File: config.mk
export PLATFORM = sky130hd
export DESIGN_NAME = lsx_core
export DESIGN_NICKNAME = d
export VERILOG_FILES = /design/src/rtl/lsx_pkg.sv /design/src/rtl/lsx_decode.sv /design/src/rtl/lsx_alu.sv /design/src/rtl/lsx_regfile.sv /design/src/rtl/lsx_core.sv
export SDC_FILE = /design/constraint.sdc
export NUM_CORES = 2
export LEC_CHECK = 0
export BUFFER_PORTS_ARGS = -buffer_cell sky130_fd_sc_hd__buf_2
export CAP_MARGIN = 20
export CORE_ASPECT_RATIO = 0.75
export CORE_UTILIZATION = 50
export CTS_BUF_LIST = sky130_fd_sc_hd__clkbuf_8
export DETAILED_ROUTE_END_ITERATION = 6
export PLACE_DENSITY = 0.66
export RECOVER_POWER = 50
export REMOVE_ABC_BUFFERS = 1
export SKIP_LAST_GASP = 1
export SLEW_MARGIN = 20
export SYNTH_ARGS = -nofsm -noshare
export SYNTH_HDL_FRONTEND = slang
export SYNTH_HIERARCHICAL = 1
export SYNTH_SLANG_ARGS = --single-unit
File: constraint.sdc
create_clock -name clk -period 122.2 [get_ports clk]
set_clock_uncertainty 0.1 [all_clocks]
set_input_delay 6.11 -clock clk [delete_from_list [all_inputs] [get_ports clk]]
set_output_delay 6.11 -clock clk [all_outputs]
set_load 0.01 [all_outputs]
File: src/rtl/lsx_pkg.sv
package lsx_pkg;

  localparam int FLD_W = 15;
  localparam int REG_W = 3;
  localparam int OPC_W = 5;
  localparam int EXT_W = 3;

  typedef enum logic [OPC_W-1:0] {
    OP_ADD  = 5'd0,  OP_SUB  = 5'd1,  OP_MUL  = 5'd2,  OP_DIV  = 5'd3,
    OP_REM  = 5'd4,  OP_NEG  = 5'd5,  OP_ABS  = 5'd6,  OP_SLL  = 5'd7,
    OP_SRL  = 5'd8,  OP_AND  = 5'd9,  OP_OR   = 5'd10, OP_XOR  = 5'd11,
    OP_INV  = 5'd12, OP_LAND = 5'd13, OP_LOR  = 5'd14, OP_LNOT = 5'd15,
    OP_BEQ  = 5'd16, OP_BNE  = 5'd17, OP_BLE  = 5'd18, OP_BLT  = 5'd19,
    OP_BGE  = 5'd20, OP_BGT  = 5'd21, OP_MOV  = 5'd22, OP_LDW  = 5'd23,
    OP_LDI  = 5'd24, OP_STW  = 5'd25, OP_SYS  = 5'd26
  } op_e;

  typedef enum logic [2:0] {
    K_ALU, K_BR, K_LW, K_LI, K_SW, K_SYS
  } kind_e;

  typedef struct packed {
    logic [OPC_W-1:0] op;
    logic [EXT_W-1:0] ext;
    logic [REG_W-1:0] ra;
    logic [REG_W-1:0] rb;
    logic [REG_W-1:0] rc;
    logic [FLD_W-1:0] fld;
  } instr_t;

  typedef enum logic [2:0] {
    S_FETCH, S_LATCH, S_EXEC, S_LOAD, S_IN, S_OUT, S_HALT, S_FAULT
  } state_e;

endpackage

File: src/rtl/lsx_decode.sv
module lsx_decode
  import lsx_pkg::*;
#(
  parameter int PC_IDX  = 6,
  parameter int BAD_IDX = 7
) (
  input  instr_t ins,
  output kind_e  kind,
  output logic   legal
);

  logic use_ra, use_rb, use_rc, use_addr, wr_ra, bad_op;

  always_comb begin
    kind     = K_ALU;
    use_ra   = 1'b0;
    use_rb   = 1'b0;
    use_rc   = 1'b0;
    use_addr = 1'b0;
    wr_ra    = 1'b0;
    bad_op   = 1'b0;
    case (ins.op)
      OP_ADD, OP_SUB, OP_MUL, OP_DIV, OP_REM, OP_SLL, OP_SRL,
      OP_AND, OP_OR, OP_XOR, OP_LAND, OP_LOR: begin
        use_ra = 1'b1; use_rb = 1'b1; use_rc = 1'b1; wr_ra = 1'b1;
      end
      OP_NEG, OP_ABS, OP_INV, OP_LNOT, OP_MOV: begin
        use_ra = 1'b1; use_rb = 1'b1; wr_ra = 1'b1;
      end
      OP_BEQ, OP_BNE, OP_BLE, OP_BLT, OP_BGE, OP_BGT: begin
        kind = K_BR; use_ra = 1'b1; use_rb = 1'b1; use_addr = 1'b1;
      end
      OP_LDW: begin
        kind = K_LW; use_ra = 1'b1; wr_ra = 1'b1; use_addr = 1'b1;
      end
      OP_LDI: begin
        kind = K_LI; use_ra = 1'b1; wr_ra = 1'b1;
      end
      OP_STW: begin
        kind = K_SW; use_ra = 1'b1; use_addr = 1'b1;
      end
      OP_SYS: begin
        kind   = K_SYS;
        use_ra = (ins.ext < 3'd4);
        wr_ra  = (ins.ext == 3'd0) || (ins.ext == 3'd2);
        bad_op = (ins.ext > 3'd4);
      end
      default: bad_op = 1'b1;
    endcase
  end

  always_comb begin
    legal = !bad_op
         && !(use_ra && ins.ra == REG_W'(BAD_IDX))
         && !(use_rb && ins.rb == REG_W'(BAD_IDX))
         && !(use_rc && ins.rc == REG_W'(BAD_IDX))
         && !(use_addr && ins.fld[1:0] != 2'b00)
         && !(wr_ra && ins.ra == REG_W'(PC_IDX));
  end

endmodule

File: src/rtl/lsx_alu.sv
module lsx_alu
  import lsx_pkg::*;
#(
  parameter int XLEN = 32
) (
  input  logic [OPC_W-1:0] op,
  input  logic [XLEN-1:0]  a,
  input  logic [XLEN-1:0]  b,
  output logic [XLEN-1:0]  res,
  output logic             div0,
  output logic             taken
);

  localparam int SHW = $clog2(XLEN);
  localparam logic [XLEN-1:0] MINV = {1'b1, {(XLEN-1){1'b0}}};
  localparam logic [XLEN-1:0] ONE  = {{(XLEN-1){1'b0}}, 1'b1};

  logic signed [XLEN-1:0] sa, sb;
  logic [XLEN-1:0] quo, rem;
  logic            b_zero, ovf, sh_big;

  assign sa     = $signed(a);
  assign sb     = $signed(b);
  assign b_zero = (b == '0);
  assign ovf    = (a == MINV) && (b == '1);
  assign sh_big = (b >= XLEN'(XLEN));

  always_comb begin
    if (b_zero) begin
      quo = '0;
      rem = '0;
    end else if (ovf) begin
      quo = MINV;
      rem = '0;
    end else begin
      quo = sa / sb;
      rem = sa % sb;
    end
  end

  always_comb begin
    res  = '0;
    div0 = 1'b0;
    case (op)
      OP_ADD:  res = a + b;
      OP_SUB:  res = a - b;
      OP_MUL:  res = a * b;
      OP_DIV:  begin res = quo; div0 = b_zero; end
      OP_REM:  begin res = rem; div0 = b_zero; end
      OP_NEG:  res = '0 - a;
      OP_ABS:  res = a[XLEN-1] ? ('0 - a) : a;
      OP_SLL:  res = sh_big ? '0 : (a << b[SHW-1:0]);
      OP_SRL:  res = sh_big ? '0 : (a >> b[SHW-1:0]);
      OP_AND:  res = a & b;
      OP_OR:   res = a | b;
      OP_XOR:  res = a ^ b;
      OP_INV:  res = ~a;
      OP_LAND: res = ((|a) && (|b)) ? ONE : '0;
      OP_LOR:  res = ((|a) || (|b)) ? ONE : '0;
      OP_LNOT: res = (|a) ? '0 : ONE;
      OP_MOV:  res = a;
      default: res = '0;
    endcase
  end

  always_comb begin
    case (op)
      OP_BEQ:  taken = (a == b);
      OP_BNE:  taken = (a != b);
      OP_BLE:  taken = (sa <= sb);
      OP_BLT:  taken = (sa <  sb);
      OP_BGE:  taken = (sa >= sb);
      OP_BGT:  taken = (sa >  sb);
      default: taken = 1'b0;
    endcase
  end

endmodule

File: src/rtl/lsx_regfile.sv
module lsx_regfile #(
  parameter int XLEN = 32,
  parameter int NGPR = 6,
  parameter int RW   = 3,
  parameter int NRD  = 3
) (
  input  logic                 clk,
  input  logic                 rst,
  input  logic                 we,
  input  logic [RW-1:0]        waddr,
  input  logic [XLEN-1:0]      wdata,
  input  logic [XLEN-1:0]      pc_val,
  input  logic [NRD*RW-1:0]    rd_idx,
  output logic [NRD*XLEN-1:0]  rd_val
);

  localparam int NSLOT = 1 << RW;

  logic [XLEN-1:0] gpr  [NGPR];
  logic [XLEN-1:0] slot [NSLOT];

  for (genvar s = 0; s < NSLOT; s++) begin : g_slot
    if (s < NGPR) begin : g_gpr
      assign slot[s] = gpr[s];
    end else begin : g_pc
      assign slot[s] = pc_val;
    end
  end

  for (genvar p = 0; p < NRD; p++) begin : g_rd
    assign rd_val[p*XLEN +: XLEN] = slot[rd_idx[p*RW +: RW]];
  end

  always_ff @(posedge clk) begin
    if (rst) begin
      for (int i = 0; i < NGPR; i++) gpr[i] <= '0;
    end else if (we) begin
      for (int i = 0; i < NGPR; i++)
        if (waddr == RW'(i)) gpr[i] <= wdata;
    end
  end

endmodule

File: src/rtl/lsx_core.sv
module lsx_core
  import lsx_pkg::*;
#(
  parameter int XLEN = 32,
  parameter int AW   = FLD_W,
  parameter int NGPR = 6
) (
  input  logic            clk,
  input  logic            rst,
  output logic            mem_req,
  output logic            mem_we,
  output logic [AW-1:0]   mem_addr,
  output logic [XLEN-1:0] mem_wdata,
  input  logic [XLEN-1:0] mem_rdata,
  output logic            io_in_ready,
  output logic            io_in_char,
  input  logic            io_in_valid,
  input  logic [XLEN-1:0] io_in_data,
  output logic            io_out_valid,
  output logic            io_out_char,
  output logic [XLEN-1:0] io_out_data,
  input  logic            io_out_ready,
  output logic            halted,
  output logic            fault,
  output logic            div_err
);

  localparam int NRD  = 3;
  localparam logic [AW-1:0] STEP = AW'(4);

  state_e          state;
  logic [AW-1:0]   pc, pc_nx;
  instr_t          ir;
  kind_e           kind;
  logic            legal;
  logic [XLEN-1:0] pc_x, v_ra, v_rb, v_rc;
  logic [XLEN-1:0] alu_a, alu_b, alu_res;
  logic            alu_div0, br_taken;
  logic [NRD*XLEN-1:0] rd_val;
  logic            rf_we;
  logic [XLEN-1:0] rf_wdata;
  logic            exec_ok, sys_rd, sys_wr;

  assign pc_nx = pc + STEP;
  assign pc_x  = {{(XLEN-AW){1'b0}}, pc};

  lsx_decode u_dec (
    .ins   (ir),
    .kind  (kind),
    .legal (legal)
  );

  lsx_regfile #(
    .XLEN (XLEN),
    .NGPR (NGPR),
    .RW   (REG_W),
    .NRD  (NRD)
  ) u_rf (
    .clk    (clk),
    .rst    (rst),
    .we     (rf_we),
    .waddr  (ir.ra),
    .wdata  (rf_wdata),
    .pc_val (pc_x),
    .rd_idx ({ir.rc, ir.rb, ir.ra}),
    .rd_val (rd_val)
  );

  assign v_ra = rd_val[0*XLEN +: XLEN];
  assign v_rb = rd_val[1*XLEN +: XLEN];
  assign v_rc = rd_val[2*XLEN +: XLEN];

  assign alu_a = (kind == K_BR) ? v_ra : v_rb;
  assign alu_b = (kind == K_BR) ? v_rb : v_rc;

  lsx_alu #(.XLEN(XLEN)) u_alu (
    .op    (ir.op),
    .a     (alu_a),
    .b     (alu_b),
    .res   (alu_res),
    .div0  (alu_div0),
    .taken (br_taken)
  );

  assign exec_ok = (state == S_EXEC) && legal;
  assign sys_rd  = (ir.ext == 3'd0) || (ir.ext == 3'd2);
  assign sys_wr  = (ir.ext == 3'd1) || (ir.ext == 3'd3);

  always_comb begin
    rf_we    = 1'b0;
    rf_wdata = alu_res;
    case (state)
      S_EXEC: begin
        if (legal && kind == K_ALU) rf_we = 1'b1;
        if (legal && kind == K_LI) begin
          rf_we    = 1'b1;
          rf_wdata = {{(XLEN-FLD_W){1'b0}}, ir.fld};
        end
      end
      S_LOAD: begin
        rf_we    = 1'b1;
        rf_wdata = mem_rdata;
      end
      S_IN: begin
        rf_we    = io_in_valid;
        rf_wdata = io_in_data;
      end
      default: rf_we = 1'b0;
    endcase
  end

  assign mem_req   = (state == S_FETCH) || (exec_ok && (kind == K_LW || kind == K_SW));
  assign mem_we    = exec_ok && (kind == K_SW);
  assign mem_addr  = (state == S_FETCH) ? pc : AW'(ir.fld);
  assign mem_wdata = v_ra;

  assign io_in_ready  = (state == S_IN);
  assign io_in_char   = ir.ext[1];
  assign io_out_valid = (state == S_OUT);
  assign io_out_char  = ir.ext[1];
  assign io_out_data  = v_ra;
  assign halted       = (state == S_HALT);
  assign fault        = (state == S_FAULT);

  always_ff @(posedge clk) begin
    if (rst) begin
      state   <= S_FETCH;
      pc      <= '0;
      ir      <= '0;
      div_err <= 1'b0;
    end else begin
      case (state)
        S_FETCH: state <= S_LATCH;
        S_LATCH: begin
          ir    <= instr_t'(mem_rdata);
          state <= S_EXEC;
        end
        S_EXEC: begin
          if (!legal) begin
            state <= S_FAULT;
          end else begin
            case (kind)
              K_ALU: begin
                pc    <= pc_nx;
                state <= S_FETCH;
                if (alu_div0) div_err <= 1'b1;
              end
              K_BR: begin
                pc    <= br_taken ? AW'(ir.fld) : pc_nx;
                state <= S_FETCH;
              end
              K_LW: state <= S_LOAD;
              K_SYS: begin
                if (sys_rd)      state <= S_IN;
                else if (sys_wr) state <= S_OUT;
                else             state <= S_HALT;
              end
              default: begin
                pc    <= pc_nx;
                state <= S_FETCH;
              end
            endcase
          end
        end
        S_LOAD: begin
          pc    <= pc_nx;
          state <= S_FETCH;
        end
        S_IN: if (io_in_valid) begin
          pc    <= pc_nx;
          state <= S_FETCH;
        end
        S_OUT: if (io_out_ready) begin
          pc    <= pc_nx;
          state <= S_FETCH;
        end
        default: state <= state;
      endcase
    end
  end

endmodule

# [After elaboration in Yosys (flattened, before gate mapping)]
# Memories as Yosys holds them, arrays and structs flattened.
# Index checks and enable logic that the tools add are counted.
[word_totals] reg_bits=51 ramBits=192 in_bits=68 mem_count=1
[op_classes] addsub=4 mul=1 div=2 magnitude_cmp=10 eq_ne=58 n_shift=2 n_mux=82 bitwise=13 reduce_logical=50
[memory_table] memory="u_rf.gpr" words=6 width=32 read_ports=6 rd_clocked_by_memory_dff=0 write_ports=6 line="lsx_regfile.sv:19" source="logic [XLEN-1:0] gpr [NGPR];"
[ops] operator="$mux 32" n=22
[ops] operator="$pmux 32 s17" n=1
[ops] operator="$bmux 32 s3" n=3
[ops] operator="$pmux 32 s3" n=1
[ops] operator="$mux 15" n=5
[ops] operator="$eq 32x32->1 const B" n=2
[ops] operator="$reduce_or 32->1" n=2
[ops] operator="$pmux 15 s4" n=1
[ops] operator="$eq 5x5->1 const B" n=11
[ops] operator="$eq 5x4->1 const B" n=8
[ops] operator="$eq 3x3->1 const B" n=12
[ops] operator="$mux 1" n=35
[ops] operator="$add 32x32->32" n=1
[ops] operator="$and 32x32->32" n=1
[ops] operator="$div 32x32->32" n=1
[ops] operator="$eq 32x32->1" n=1
[ops] operator="$ge 32x32->1" n=1
[ops] operator="$ge 32x6->1 const B" n=1
[ops] operator="$gt 32x32->1" n=1
[ops] operator="$le 32x32->1" n=1
[ops] operator="$logic_not 32->1" n=1
[ops] operator="$lt 32x32->1" n=1
[ops] operator="$mod 32x32->32" n=1
[ops] operator="$mul 32x32->32" n=1
[ops] operator="other kinds (48)" n=107

# [Depth between registers and ports, before layout]
[depth] ltp_word=18 ltp_mapped=404 mapped_depth_nobuf=361

# [Cells and area by module]
# Netlist, hierarchy kept.
[by_module_without_submodules] mod="lsx_alu" instances=1 cells_each=8599 area_per_inst_um2=59320.6
[by_module_without_submodules] mod="lsx_regfile" instances=1 cells_each=1090 area_per_inst_um2=12868.6
[by_module_without_submodules] mod="lsx_core" instances=1 cells_each=530 area_per_inst_um2=4175.3
[by_module_without_submodules] mod="lsx_decode" instances=1 cells_each=37 area_per_inst_um2=252.7

# [Least setup slack after synthesis]
# Ideal clock, no wire load.
[synth_timing] path_kind="register to register" start="register ir[29] (netlist bit)" end="memory u_rf.gpr[0][27], data pin" setup_ns=0.255 arrival_time_ns=85.220 required_time_ns=121.845 path_slack_ns=36.625 path_stages_with_launch=366 path_buffers=61 synth_period_minus_slack_ns=85.575 path_cell_list="dfxtp_1 -> buf_6 -> nor2b_1 -> a31oi_1 -> and2b_2 -> nor3b_1 -> clkbuf_1 -> buf_2 -> mux2_2 -> buf_1 -> inv_1 -> buf_1 -> buf_1 -> buf_1 -> ha_1 -> or3b_2 -> a221oi_1 -> nand2_1 -> (+330 left out) -> o22ai_1 -> o211ai_1 -> a221o_1 -> inv_1 -> buf_1 -> a31oi_1 -> a31oi_1 -> o311ai_0 -> nor3_2 -> and3_1 -> nand3_2 -> or4_4 -> o21ai_2 -> xor2_1 -> o211ai_1 -> a222oi_1 -> inv_1 -> and2_1"
[synth_rtl] item="start: declaration" line="lsx_core.sv:33" source="instr_t ir;"
[synth_rtl] item="start signal: assignment" line="lsx_core.sv:135" source="ir <= instr_t'(mem_rdata);"
[synth_rtl] item="end: declaration" line="lsx_regfile.sv:19"

==> results.md <==
* Share of layout cells above drive strength 1 at 0.0938
* Vias at 87469
* Post-synth top cells: 1215 x nand2_1, 941 x nor2_1, 759 x ha_1, 737 x inv_1, 671 x a21oi_1
* Most frequent cell after synthesis: nand2_1
* Final net count at 11426
* DR DRC count at 24
* Vias in the first global route at 80023
* Fillcell total at 14818
* Maximum clock rate at 0.00900 GHz
* Vias per cell at 7.13
* Critical path type: reg2reg
* Critical path capture point type: flop
* Dominant synthesized flop cell: edfxtp_1
* CTS root buf: clkbuf_8
* EDFF count, synth at 192
* Die Y at 341 um
* CTS tree: built
* Dpl hpwl at 322 mm
* Placer congestion estimate at 1.18
* Top fanout value on the critical path at 48
* Worst-skew pair later-pin latency at 0.59 ns
* Detailed Route Iter0 Violations at 14742
* Initial antenna violation count at 41
* Final setup violating endpoints at 0
* Syn Inst Count at 10256
* Rel. slew slack at -0.992
* Share of flip-flops with an asynchronous set or reset at 0
* Average size of a mapped cell at 7.47 um2
* Status: complete, but fails checks
* First-pass GRT wire length at 582 mm
* Worst-Margin Slew at 2.99 ns
* Grt ovf at 0
* Postcts setup bufs at 0
* WP data required at 122.44 ns
* IO Port Bufs at 155
* Die width at 454 um
* Hold Fails Final Rpt at 0
* IO Pins at 156
* Area growth, synth to finish at 5.50%
* Yosys reg bits at 243
* Final slew viol count at 277
* Core ar. at 0.152 mm2
* Met2 usage at 0.688
* R2R setup slack at 11.09 ns
* Routed length per instance at 34.1 um
* Worst path slowest cell: dfxtp_1
* Violated checks: design-rule violations, max-capacitance violations, max-slew violations
* H-tree levels at 2
* GRT Overall Usage at 0.517
* Register area at 0.00680 mm2
* Num CTS Buffers at 42
* Clock sinks at 243
* Final Cycle Share at 0.909
* Cell Area, Synth at 0.0766 mm2
* RSZ-0062 raised after global routing: false
* CTS resizes at 0
* Hold Buf Count CTS at 0
* Sequential area share after synthesis at 0.0886
* GR Layer Usage met1 at 0.658
* Initial Utilization at 0.503
* M3 GR Usage at 0.236
* Top cell type's share of synthesized area at 0.124
* CP max stage delay at 1.39 ns
* Max Cap Viol at 9
* HP Class: reg2reg
* Routed Antenna Nets at 0
* Dominant cell type by area after synthesis: ha_1
* Fin Setup TNS at 0 ns
* Synth area leaders: ha_1 12%, fa_1 11%, edfxtp_1 7.5%
* Largest net degree at the start of global routing at 78
* Standard-cell rows at 124
* Final Critical Period at 111.11 ns
* Most used cell, CP: ha_1
* Most Used Layer, Global Route: met2
* Startpoint types: flop
* Worst path arrival time at 111.35 ns
* Full die area at 0.155 mm2
* Synth Warn # at 6
* Footprint of the multi-input gates at 0.0649 mm2
* Pre-Repair DR Iteration Count at 7
* Final WL at 418 mm
* Buffer depth of the longest clock path at 3
* Reg clk slew, reported paths at 0.06 ns
* Yosys cell types at 127
[routing by layer]
| layer | vias up | wire length, um |
|---|---|---|
| met3 | 1736 | 69600 |
| met2 | 7347 | 157000 |
| li1 | 36595 | - |
| met5 | - | 887 |
| met1 | 41741 | 155000 |
| met4 | 50 | 35400 |
[logic make-up (layout without fill, tap and decap cells)]
family	count (synthesis)	after routing	synth area share
AO/OA/AOI/OAI	2769	2769	0.243
XOR/XNOR	572	572	0.0654
adder cells (fa/ha/maj)	1170	1170	0.231
buffers and inverters	1370	1281	0.0725
flip-flops	243	243	0.0886
multiplexers	508	508	0.0740
other	1	85	0.0000489
AND/OR/NAND/NOR	3623	3623	0.225
[state kept, by name, indices dropped and copies added (netlist names)]
name	cells
io_in_char	1
div_err	1
state	3
pc	15
ir	31
u_rf/gpr	192
[layout by cell type (no fill, tap or decap), types with 51 or more instances in the layout]
cell / Yosys / final
buf_4: 50 / 281
a221oi_1: 77 / 74
o31ai_1: 72 / 71
and2_1: 238 / 238
or2_2: 54 / 53
or3_1: 85 / 85
buf_2: 67 / 130
xnor2_1: 390 / 371
nand2_1: 1215 / 1215
nand2b_1: 178 / 177
nor2_1: 941 / 933
xor2_1: 182 / 182
o21ai_0: 519 / 516
mux2_2: 205 / 200
nand3_1: 208 / 208
a31oi_1: 114 / 114
o21a_1: 123 / 123
inv_1: 737 / 742
o211ai_1: 176 / 176
edfxtp_1: 192 / 192
mux2i_1: 276 / 275
a21o_1: 219 / 219
a211oi_1: 76 / 72
nor3_1: 233 / 227
a21oi_1: 671 / 667
conb_1: 1 / 51
ha_1: 759 / 759
o21bai_1: 66 / 66
o221ai_1: 143 / 143
fa_1: 411 / 411
and3_1: 80 / 80
nand4_1: 97 / 97
nor2b_1: 78 / 78
[through the flow]
step / setup slack, ns / cell area (um2) / hold slack [ns] / std cells / util
after global placement: 18.32 / 79900 / 0.347 / 12149 / 0.525
final: 11.09 / 80800 / 0.366 / 12267 / 0.531
after global routing: 7.66 / 80700 / 0.378 / 12233 / 0.531
after floorplan: 28.96 / 74100 / 0.346 / 9691 / -
after CTS: 17.35 / 80700 / 0.361 / 12226 / 0.530
after detailed placement: 17.86 / 79900 / 0.350 / 12153 / 0.525
[path summary, 6_finish.rpt]
path,cells past startpoint,endpoint,start
setup / recovery,334,u_rf/gpr[5][29]$_SDFFCE_PN0P_,ir[21]$_SDFFE_PP0P_
hold / removal,2,ir[19]$_SDFFE_PP0P_,ir[19]$_SDFFE_PP0P_
setup reg to reg,334,u_rf/gpr[5][29]$_SDFFCE_PN0P_,ir[21]$_SDFFE_PP0P_
hold reg to reg,2,ir[19]$_SDFFE_PP0P_,ir[19]$_SDFFE_PP0P_
[final cells by class]
cell class,instances,share of cell area
antenna,34,0.00105
clock buffer,45,0.00766
clock inverter,28,0.00195
inverter,755,0.0351
multi-input combinational,8693,0.802
sequential,243,0.0841
tap,2016,0.0312
timing repair buffer,453,0.0366
[critical path, delay by kind of cell (launching register included)]
kind / cells / cell delay [ns]
AO/OA/AOI/OAI: 167 / 53.80
flip-flops: 1 / 1.39
AND/OR/NAND/NOR: 107 / 36.90
XOR/XNOR: 1 / 0.27
adder cells (fa/ha/maj): 33 / 10.82
buffers and inverters: 22 / 6.12
multiplexers: 4 / 1.15
Power is not shown: default switching activity piles up to over one toggle a cycle in this logic, so the estimate is an artifact.
